## src/rtl/tiny8_pkg.sv

```systemverilog
package tiny8_pkg;

  localparam logic [7:0] OP_NOP = 8'h00;
  localparam logic [7:0] OP_MOV = 8'hA0;
  localparam logic [7:0] OP_ADD = 8'hB0;
  localparam logic [7:0] OP_SUB = 8'hB1;
  localparam logic [7:0] OP_OR  = 8'hC0;
  localparam logic [7:0] OP_AND = 8'hC1;
  localparam logic [7:0] OP_XOR = 8'hC2;
  localparam logic [7:0] OP_OUT = 8'hD0;
  localparam logic [7:0] OP_IN  = 8'hD1;
  localparam logic [7:0] OP_JMP = 8'hE0;
  localparam logic [7:0] OP_JEQ = 8'hE1;
  localparam logic [7:0] OP_CMP = 8'hE2;
  localparam logic [7:0] OP_HLT = 8'hFF;

  typedef enum logic [2:0] {
    ST_OPC,
    ST_OPA,
    ST_OPB,
    ST_EXE,
    ST_INW,
    ST_STOP
  } seq_state_t;

  // number of operand bytes following an opcode
  function automatic logic [1:0] operand_count(input logic [7:0] op);
    case (op)
      OP_MOV, OP_ADD, OP_SUB, OP_OR, OP_AND, OP_XOR, OP_CMP, OP_JEQ: operand_count = 2'd2;
      OP_OUT, OP_IN, OP_JMP:                                       operand_count = 2'd1;
      default:                                                     operand_count = 2'd0;
    endcase
  endfunction

  function automatic logic writes_register(input logic [7:0] op);
    case (op)
      OP_MOV, OP_ADD, OP_SUB, OP_OR, OP_AND, OP_XOR: writes_register = 1'b1;
      default:                                       writes_register = 1'b0;
    endcase
  endfunction

endpackage

```

## src/rtl/tiny8_mem.sv

```systemverilog
module tiny8_mem #(
  parameter int DW = 8,
  parameter int AW = 8
) (
  input  logic          clk,
  input  logic          wr_en,
  input  logic [AW-1:0] wr_addr,
  input  logic [DW-1:0] wr_data,
  input  logic [AW-1:0] rd_addr,
  output logic [DW-1:0] rd_data
);
  localparam int DEPTH = 1 << AW;

  logic [DW-1:0] cells [DEPTH];

  always_ff @(posedge clk) begin
    if (wr_en) cells[wr_addr] <= wr_data;
  end

  assign rd_data = cells[rd_addr];

endmodule

```

## src/rtl/tiny8_regfile.sv

```systemverilog
module tiny8_regfile #(
  parameter int DW   = 8,
  parameter int NREG = 4,
  localparam int RSEL = $clog2(NREG)
) (
  input  logic            clk,
  input  logic            rst_n,
  input  logic            wr_en,
  input  logic [RSEL-1:0] wr_idx,
  input  logic [DW-1:0]   wr_data,
  input  logic [RSEL-1:0] rd_idx_a,
  input  logic [RSEL-1:0] rd_idx_b,
  output logic [DW-1:0]   rd_a,
  output logic [DW-1:0]   rd_b
);
  logic [DW-1:0] regs [NREG];

  for (genvar g = 0; g < NREG; g++) begin : g_reg
    always_ff @(posedge clk or negedge rst_n) begin
      if (!rst_n)                                regs[g] <= '0;
      else if (wr_en && wr_idx == RSEL'(g))      regs[g] <= wr_data;
    end
  end

  assign rd_a = regs[rd_idx_a];
  assign rd_b = regs[rd_idx_b];

endmodule

```

## src/rtl/tiny8_alu.sv

```systemverilog
module tiny8_alu
  import tiny8_pkg::*;
#(
  parameter int DW = 8
) (
  input  logic [7:0]    op,
  input  logic [DW-1:0] a,
  input  logic [DW-1:0] b,
  output logic [DW-1:0] y,
  output logic          eq
);
  always_comb begin
    case (op)
      OP_MOV:  y = b;
      OP_ADD:  y = a + b;
      OP_SUB:  y = a - b;
      OP_OR:   y = a | b;
      OP_AND:  y = a & b;
      OP_XOR:  y = a ^ b;
      default: y = a;
    endcase
  end

  assign eq = (a == b);

endmodule

```

## src/rtl/tiny8_ctrl.sv

```systemverilog
module tiny8_ctrl
  import tiny8_pkg::*;
#(
  parameter int DW   = 8,
  parameter int AW   = 8,
  parameter int RSEL = 2,
  parameter int HOLD = 2,
  localparam int CW  = $clog2(HOLD + 1)
) (
  input  logic            clk,
  input  logic            rst_n,
  output logic [AW-1:0]   mem_addr,
  input  logic [DW-1:0]   mem_data,
  output logic [7:0]      alu_op,
  output logic [RSEL-1:0] sel_a,
  output logic [RSEL-1:0] sel_b,
  input  logic [DW-1:0]   rd_a,
  input  logic [DW-1:0]   alu_y,
  input  logic            alu_eq,
  output logic            wr_en,
  output logic [RSEL-1:0] wr_idx,
  output logic [DW-1:0]   wr_data,
  input  logic [DW-1:0]   in_data,
  input  logic            in_valid,
  output logic            in_ready,
  output logic [DW-1:0]   out_data,
  output logic            out_valid,
  output logic            halted,
  output logic [7:0]      halt_code
);
  seq_state_t st;
  logic [AW-1:0] pc;
  logic [7:0]    opc;
  logic [DW-1:0] opa;
  logic [DW-1:0] opb;
  logic          eq_flag;
  logic [CW-1:0] clr_cnt;
  logic [1:0]    n_ops;

  assign mem_addr = pc;
  assign alu_op   = opc;
  assign sel_a    = opa[RSEL-1:0];
  assign sel_b    = opb[RSEL-1:0];
  assign in_ready = (st == ST_INW);
  assign n_ops    = operand_count(mem_data[7:0]);

  always_comb begin
    wr_en   = 1'b0;
    wr_idx  = sel_a;
    wr_data = alu_y;
    if (st == ST_EXE && writes_register(opc)) begin
      wr_en = 1'b1;
    end else if (st == ST_INW && in_valid) begin
      wr_en   = 1'b1;
      wr_data = in_data;
    end
  end

  always_ff @(posedge clk or negedge rst_n) begin
    if (!rst_n) begin
      st        <= ST_OPC;
      pc        <= '0;
      opc       <= OP_NOP;
      opa       <= '0;
      opb       <= '0;
      eq_flag   <= 1'b0;
      clr_cnt   <= '0;
      out_valid <= 1'b0;
      out_data  <= '0;
      halted    <= 1'b0;
      halt_code <= 8'h00;
    end else begin
      out_valid <= 1'b0;
      case (st)
        ST_OPC: begin
          opc <= mem_data[7:0];
          pc  <= pc + 1'b1;
          if (clr_cnt != '0) begin
            clr_cnt <= clr_cnt - 1'b1;
            if (clr_cnt == CW'(1)) eq_flag <= 1'b0;
          end
          st <= (n_ops == 2'd0) ? ST_EXE : ST_OPA;
        end
        ST_OPA: begin
          opa <= mem_data;
          pc  <= pc + 1'b1;
          st  <= (operand_count(opc) == 2'd2) ? ST_OPB : ST_EXE;
        end
        ST_OPB: begin
          opb <= mem_data;
          pc  <= pc + 1'b1;
          st  <= ST_EXE;
        end
        ST_EXE: begin
          st <= ST_OPC;
          case (opc)
            OP_NOP, OP_MOV, OP_ADD, OP_SUB, OP_OR, OP_AND, OP_XOR: ;
            OP_CMP: begin
              eq_flag <= alu_eq;
              clr_cnt <= CW'(HOLD);
            end
            OP_JMP: pc <= opa[AW-1:0];
            OP_JEQ: if (eq_flag) pc <= opb[AW-1:0];
            OP_OUT: begin
              out_valid <= 1'b1;
              out_data  <= rd_a;
            end
            OP_IN:  st <= ST_INW;
            default: begin
              halted    <= 1'b1;
              halt_code <= opc;
              st        <= ST_STOP;
            end
          endcase
        end
        ST_INW: if (in_valid) st <= ST_OPC;
        default: st <= ST_STOP;
      endcase
    end
  end

  AST_PC_FROZEN: assert property (@(posedge clk) disable iff (!rst_n)
    halted |=> $stable(pc));
  AST_HALT_STICKY: assert property (@(posedge clk) disable iff (!rst_n)
    halted |=> (halted && $stable(halt_code)));
  AST_IN_HOLD: assert property (@(posedge clk) disable iff (!rst_n)
    (in_ready && !in_valid) |=> in_ready);
  AST_OUT_PULSE: assert property (@(posedge clk) disable iff (!rst_n)
    out_valid |=> !out_valid);
  AST_FLAG_SOURCE: assert property (@(posedge clk) disable iff (!rst_n)
    $rose(eq_flag) |-> $past(st == ST_EXE && opc == OP_CMP));
  AST_FLAG_EXPIRE: assert property (@(posedge clk) disable iff (!rst_n)
    (eq_flag && st == ST_OPC && clr_cnt == CW'(1)) |=> !eq_flag);

endmodule

```

## src/rtl/tiny8_core.sv

```systemverilog
module tiny8_core
  import tiny8_pkg::*;
#(
  parameter int DW   = 8,
  parameter int AW   = 8,
  parameter int NREG = 4,
  parameter int HOLD = 2,
  localparam int RSEL = $clog2(NREG)
) (
  input  logic          clk,
  input  logic          rst_n,
  input  logic          ld_en,
  input  logic [AW-1:0] ld_addr,
  input  logic [DW-1:0] ld_data,
  output logic [DW-1:0] out_data,
  output logic          out_valid,
  input  logic [DW-1:0] in_data,
  input  logic          in_valid,
  output logic          in_ready,
  output logic          halted,
  output logic [7:0]    halt_code
);
  logic [AW-1:0]   mem_addr;
  logic [DW-1:0]   mem_data;
  logic [7:0]      alu_op;
  logic [RSEL-1:0] sel_a, sel_b, wr_idx;
  logic [DW-1:0]   rd_a, rd_b, alu_y, wr_data;
  logic            alu_eq, wr_en;

  tiny8_mem #(.DW(DW), .AW(AW)) mem_i (
    .clk(clk), .wr_en(ld_en), .wr_addr(ld_addr), .wr_data(ld_data),
    .rd_addr(mem_addr), .rd_data(mem_data)
  );

  tiny8_regfile #(.DW(DW), .NREG(NREG)) rf_i (
    .clk(clk), .rst_n(rst_n), .wr_en(wr_en), .wr_idx(wr_idx), .wr_data(wr_data),
    .rd_idx_a(sel_a), .rd_idx_b(sel_b), .rd_a(rd_a), .rd_b(rd_b)
  );

  tiny8_alu #(.DW(DW)) alu_i (
    .op(alu_op), .a(rd_a), .b(rd_b), .y(alu_y), .eq(alu_eq)
  );

  tiny8_ctrl #(.DW(DW), .AW(AW), .RSEL(RSEL), .HOLD(HOLD)) ctrl_i (
    .clk(clk), .rst_n(rst_n), .mem_addr(mem_addr), .mem_data(mem_data),
    .alu_op(alu_op), .sel_a(sel_a), .sel_b(sel_b), .rd_a(rd_a),
    .alu_y(alu_y), .alu_eq(alu_eq), .wr_en(wr_en), .wr_idx(wr_idx),
    .wr_data(wr_data), .in_data(in_data), .in_valid(in_valid),
    .in_ready(in_ready), .out_data(out_data), .out_valid(out_valid),
    .halted(halted), .halt_code(halt_code)
  );

endmodule

```

## config.mk

```make
export PLATFORM = sky130hd
export DESIGN_NAME = tiny8_core
export DESIGN_NICKNAME = d
export VERILOG_FILES = /design/src/rtl/tiny8_pkg.sv /design/src/rtl/tiny8_mem.sv /design/src/rtl/tiny8_regfile.sv /design/src/rtl/tiny8_alu.sv /design/src/rtl/tiny8_ctrl.sv /design/src/rtl/tiny8_core.sv
export SDC_FILE = /design/constraint.sdc
export NUM_CORES = 2
export LEC_CHECK = 0
export ABC_AREA = 0
export CAP_MARGIN = 20
export CORE_MARGIN = 2
export CORE_UTILIZATION = 50
export DETAILED_ROUTE_END_ITERATION = 6
export PLACE_DENSITY = 0.65
export SLEW_MARGIN = 10
export SYNTH_ARGS = -nofsm -noshare
export SYNTH_HDL_FRONTEND = slang
export SYNTH_SLANG_ARGS = --single-unit
```

## constraint.sdc

```tcl
create_clock -name clk -period 4.7 [get_ports clk]
set_input_delay 1.41 -clock clk [delete_from_list [all_inputs] [get_ports clk]]
set_output_delay 1.41 -clock clk [all_outputs]
set_load 0.02 [all_outputs]
```

==> flow_summary.json <==
{
  "initial_utilization": 0.503,
  "via_per_inst": 6.43,
  "avgSynthCellArea_um2": 19.6,
  "skew_ns": 0.0312,
  "setup_viol": 0,
  "crit_slowest_cell": "a211oi_1",
  "drc": 0,
  "path_buf_inv": 3,
  "clockBufferDepth": 3,
  "drv_slew": 0,
  "crit_path_max_incr_delay_ns": 0.78,
  "cts_max_level": 4,
  "yosys_register_bits": 2136,
  "grt_first_pass_wirelength_mm": 336,
  "worst_skew_pair.late_latency_ns": 0.86,
  "ff2ff_path_depth": 11,
  "place_hpwl_mm": 150,
  "fin_crit_sh": 0.987,
  "maxSlewHeadroom": 0.215,
  "final_nets": 4868,
  "cp.required_ns": 5.45,
  "dieArea_um2": 174000,
  "max_slew.worst_pin.slew_ns": 1.18,
  "wl_per_cell_um": 32.8,
  "yosys.area.top_type": "edfxtp_1",
  "fin_crit_ns": 4.64,
  "cts_inserted_buffers": 208,
  "synth_warnings": 0,
  "peakVddDrop_v": 0.000395,
  "clock-root-buffer": "clkbuf_16",
  "tritoncts": "yes",
  "track_usage": 0.272,
  "hold_violations": 0,
  "cts_sinks": 2136,
  "vias": 46300,
  "crit_top_cell": "buf_12",
  "final_common_cell": "edfxtp_1",
  "worstHoldPathType": "flip-flop to flip-flop",
  "cp_max_fo": 21,
  "synth_area_leaders": "edfxtp_1, mux4_2, dfrtp_1",
  "fin_tns_setup_ns": 0,
  "cts_setup_buffers": 0,
  "area_delta_synth_final_pct": 14.6,
  "drtAntennaViolNets": 0,
  "dr.first_iter.drc_count": 6838,
  "core_um2": 169000,
  "fin_ws_ns": 0.0625,
  "status": "finished, final reports clean",
  "power_leakage_nw": 31.6,
  "synth_edf_count": 2048,
  "path_depth": 11,
  "layout-drive-gt1-share": 0.268,
  "grt_pass1_vias": 45400,
  "synth.net_count": 4404,
  "hold_path_depth": 1,
  "cp_cell_sequence": "buf_12 > buf_12 > nand3b_2 > o22ai_1 > nor3_1 > a211oi_1 > o21ai_0 > mux2i_1 > buf_4 > nor4bb_4 > a31oi_1",
  "async_flop_share": 0.0412,
  "synth_top_area_share": 0.721,
  "end_kind": "flip-flop",
  "crit_type": "flip-flop to flip-flop",
  "fill_cells": 12300,
  "final_cell_mix": "edfxtp_1, mux4_2, buf_4, nor2_1, clkbuf_16",
  "powerDensity_nw_per_um2": 570,
  "path_delay_family": "compound AO/OA/AOI/OAI gates",
  "rows": 151,
  "ys_seq_area_frac": 0.747,
  "clock.fmax_mhz": 216,
  "drt-total-wl_mm": 236,
  "post_cts_resized": 0,
  "dp_slack_ns": 0.271,
  "io_buffers": 46,
  "dp.cells": 6819,
  "first_pass_iters": 6,
  "synthFlopType": "edfxtp_1",
  "grt_max_degree": 116,
  "syn_inst": 4347,
  "clkTransAtPathRegs_ns": 0.06,
  "cp.arrival_ns": 5.39,
  "antenna_found_initial": 6,
  "postCtsHoldBufs": 0,
  "maxCapViolCount": 0,
  "start_kind": "flip-flop",
  "die_w_um": 417,
  "die_h_um": 417,
  "final_cells": 7204,
  "gp_congestion": 0.913,
  "grt_overflow_total": 0,
  "io_pins": 47,
  "rsz0062_at_grt": "false",
  "synth.distinct_cells": 90,
  "fin_util": 0.577,
  "syn_area_um2": 85300
}
per-stage QoR:
step                      hold slack, ns  instance area [um^2]  total power, mW
after floorplan                    0.444                 85300             32.5
after global placement             0.457                 91100             39.3
after detailed placement           0.466                 91100             39.4
after CTS                          0.479                 97700             55.6
after global routing               0.483                 97700             57.2
final                              0.481                 97700             55.7
sequential cells by signal, summed over array words and instances, names as in the netlist, 3 cells and up:
| name | flops |
|---|---|
| ctrl_i.halt_code | 8 |
| ctrl_i.out_data | 8 |
| rf_i.regs | 32 |
| ctrl_i.alu_op | 8 |
| ctrl_i.mem_addr | 8 |
| ctrl_i.st | 3 |
| mem_i.cells | 2048 |
| ctrl_i.opb | 8 |
| ctrl_i.opa | 8 |
Yosys cell counts, types with 52 or more instances:
master,instances
edfxtp_1,2048
mux4_2,469
nor2_1,327
nand2_1,185
mux2i_1,176
clkbuf_1,118
a21oi_1,103
a22oi_1,100
dfrtp_1,88
o21ai_0,62
nand3_1,56
buf_2,54
mux2_2,52
power by group:
group	switching [mW]	total (mW)	leakage [nW]	internal, mW
sequential	0.672	21.9	19.5	21.2
clock	7.06	16.4	3.23	9.34
combinational	10.6	17.5	8.86	6.88
kinds of logic (layout without fill, tap and decap cells):
kind of cell | Yosys count | count (layout) | synth area share
compound gates | 482 | 482 | 0.0397
xor+xnor | 1 | 1 | 0.000103
fa+ha+maj | 29 | 29 | 0.00443
buf+inv | 302 | 936 | 0.0210
flops | 2136 | 2136 | 0.747
mux | 697 | 697 | 0.151
other cells | 0 | 5 | 0
simple gates | 700 | 700 | 0.0362
final cells by class:
class | instances | area, um^2 | area share
Sequential cell | 2136 | 63700 | 0.652
Multi-Input combinational cell | 1909 | 19800 | 0.203
Clock buffer | 265 | 5490 | 0.0562
Timing Repair Buffer | 521 | 4630 | 0.0474
Tap cell | 2218 | 2780 | 0.0284
Clock inverter | 115 | 1160 | 0.0118
Inverter | 35 | 134 | 0.00137
Antenna cell | 5 | 12.5 | 0.000128
final timing paths:
| path | from | slack, ns | endpoint |
|---|---|---|---|
| worst min-delay path | ctrl_i.halted | 0.48 | ctrl_i.halted |
| worst max register to register | ctrl_i.mem_addr[0] | 0.06 | ctrl_i.st[1] |
| worst min register to register | ctrl_i.halted | 0.48 | ctrl_i.halted |
| worst max-delay path | ctrl_i.mem_addr[0] | 0.06 | ctrl_i.st[1] |
| min in group asynchronous | rst_n | 0.70 | rf_i.regs[9] |
| max in group asynchronous | rst_n | 3.12 | ctrl_i.mem_addr[0] |
metal layers:
layer	GRT usage	part of all wire	wire length (um)
met2	0.422	0.47	111000
met3	0.0574	0.11	24900
met5	0	0.000055	13
met1	0.386	0.39	91000
met4	0.0977	0.038	9010
No activity file was read; power rests on OpenSTA's default activity.
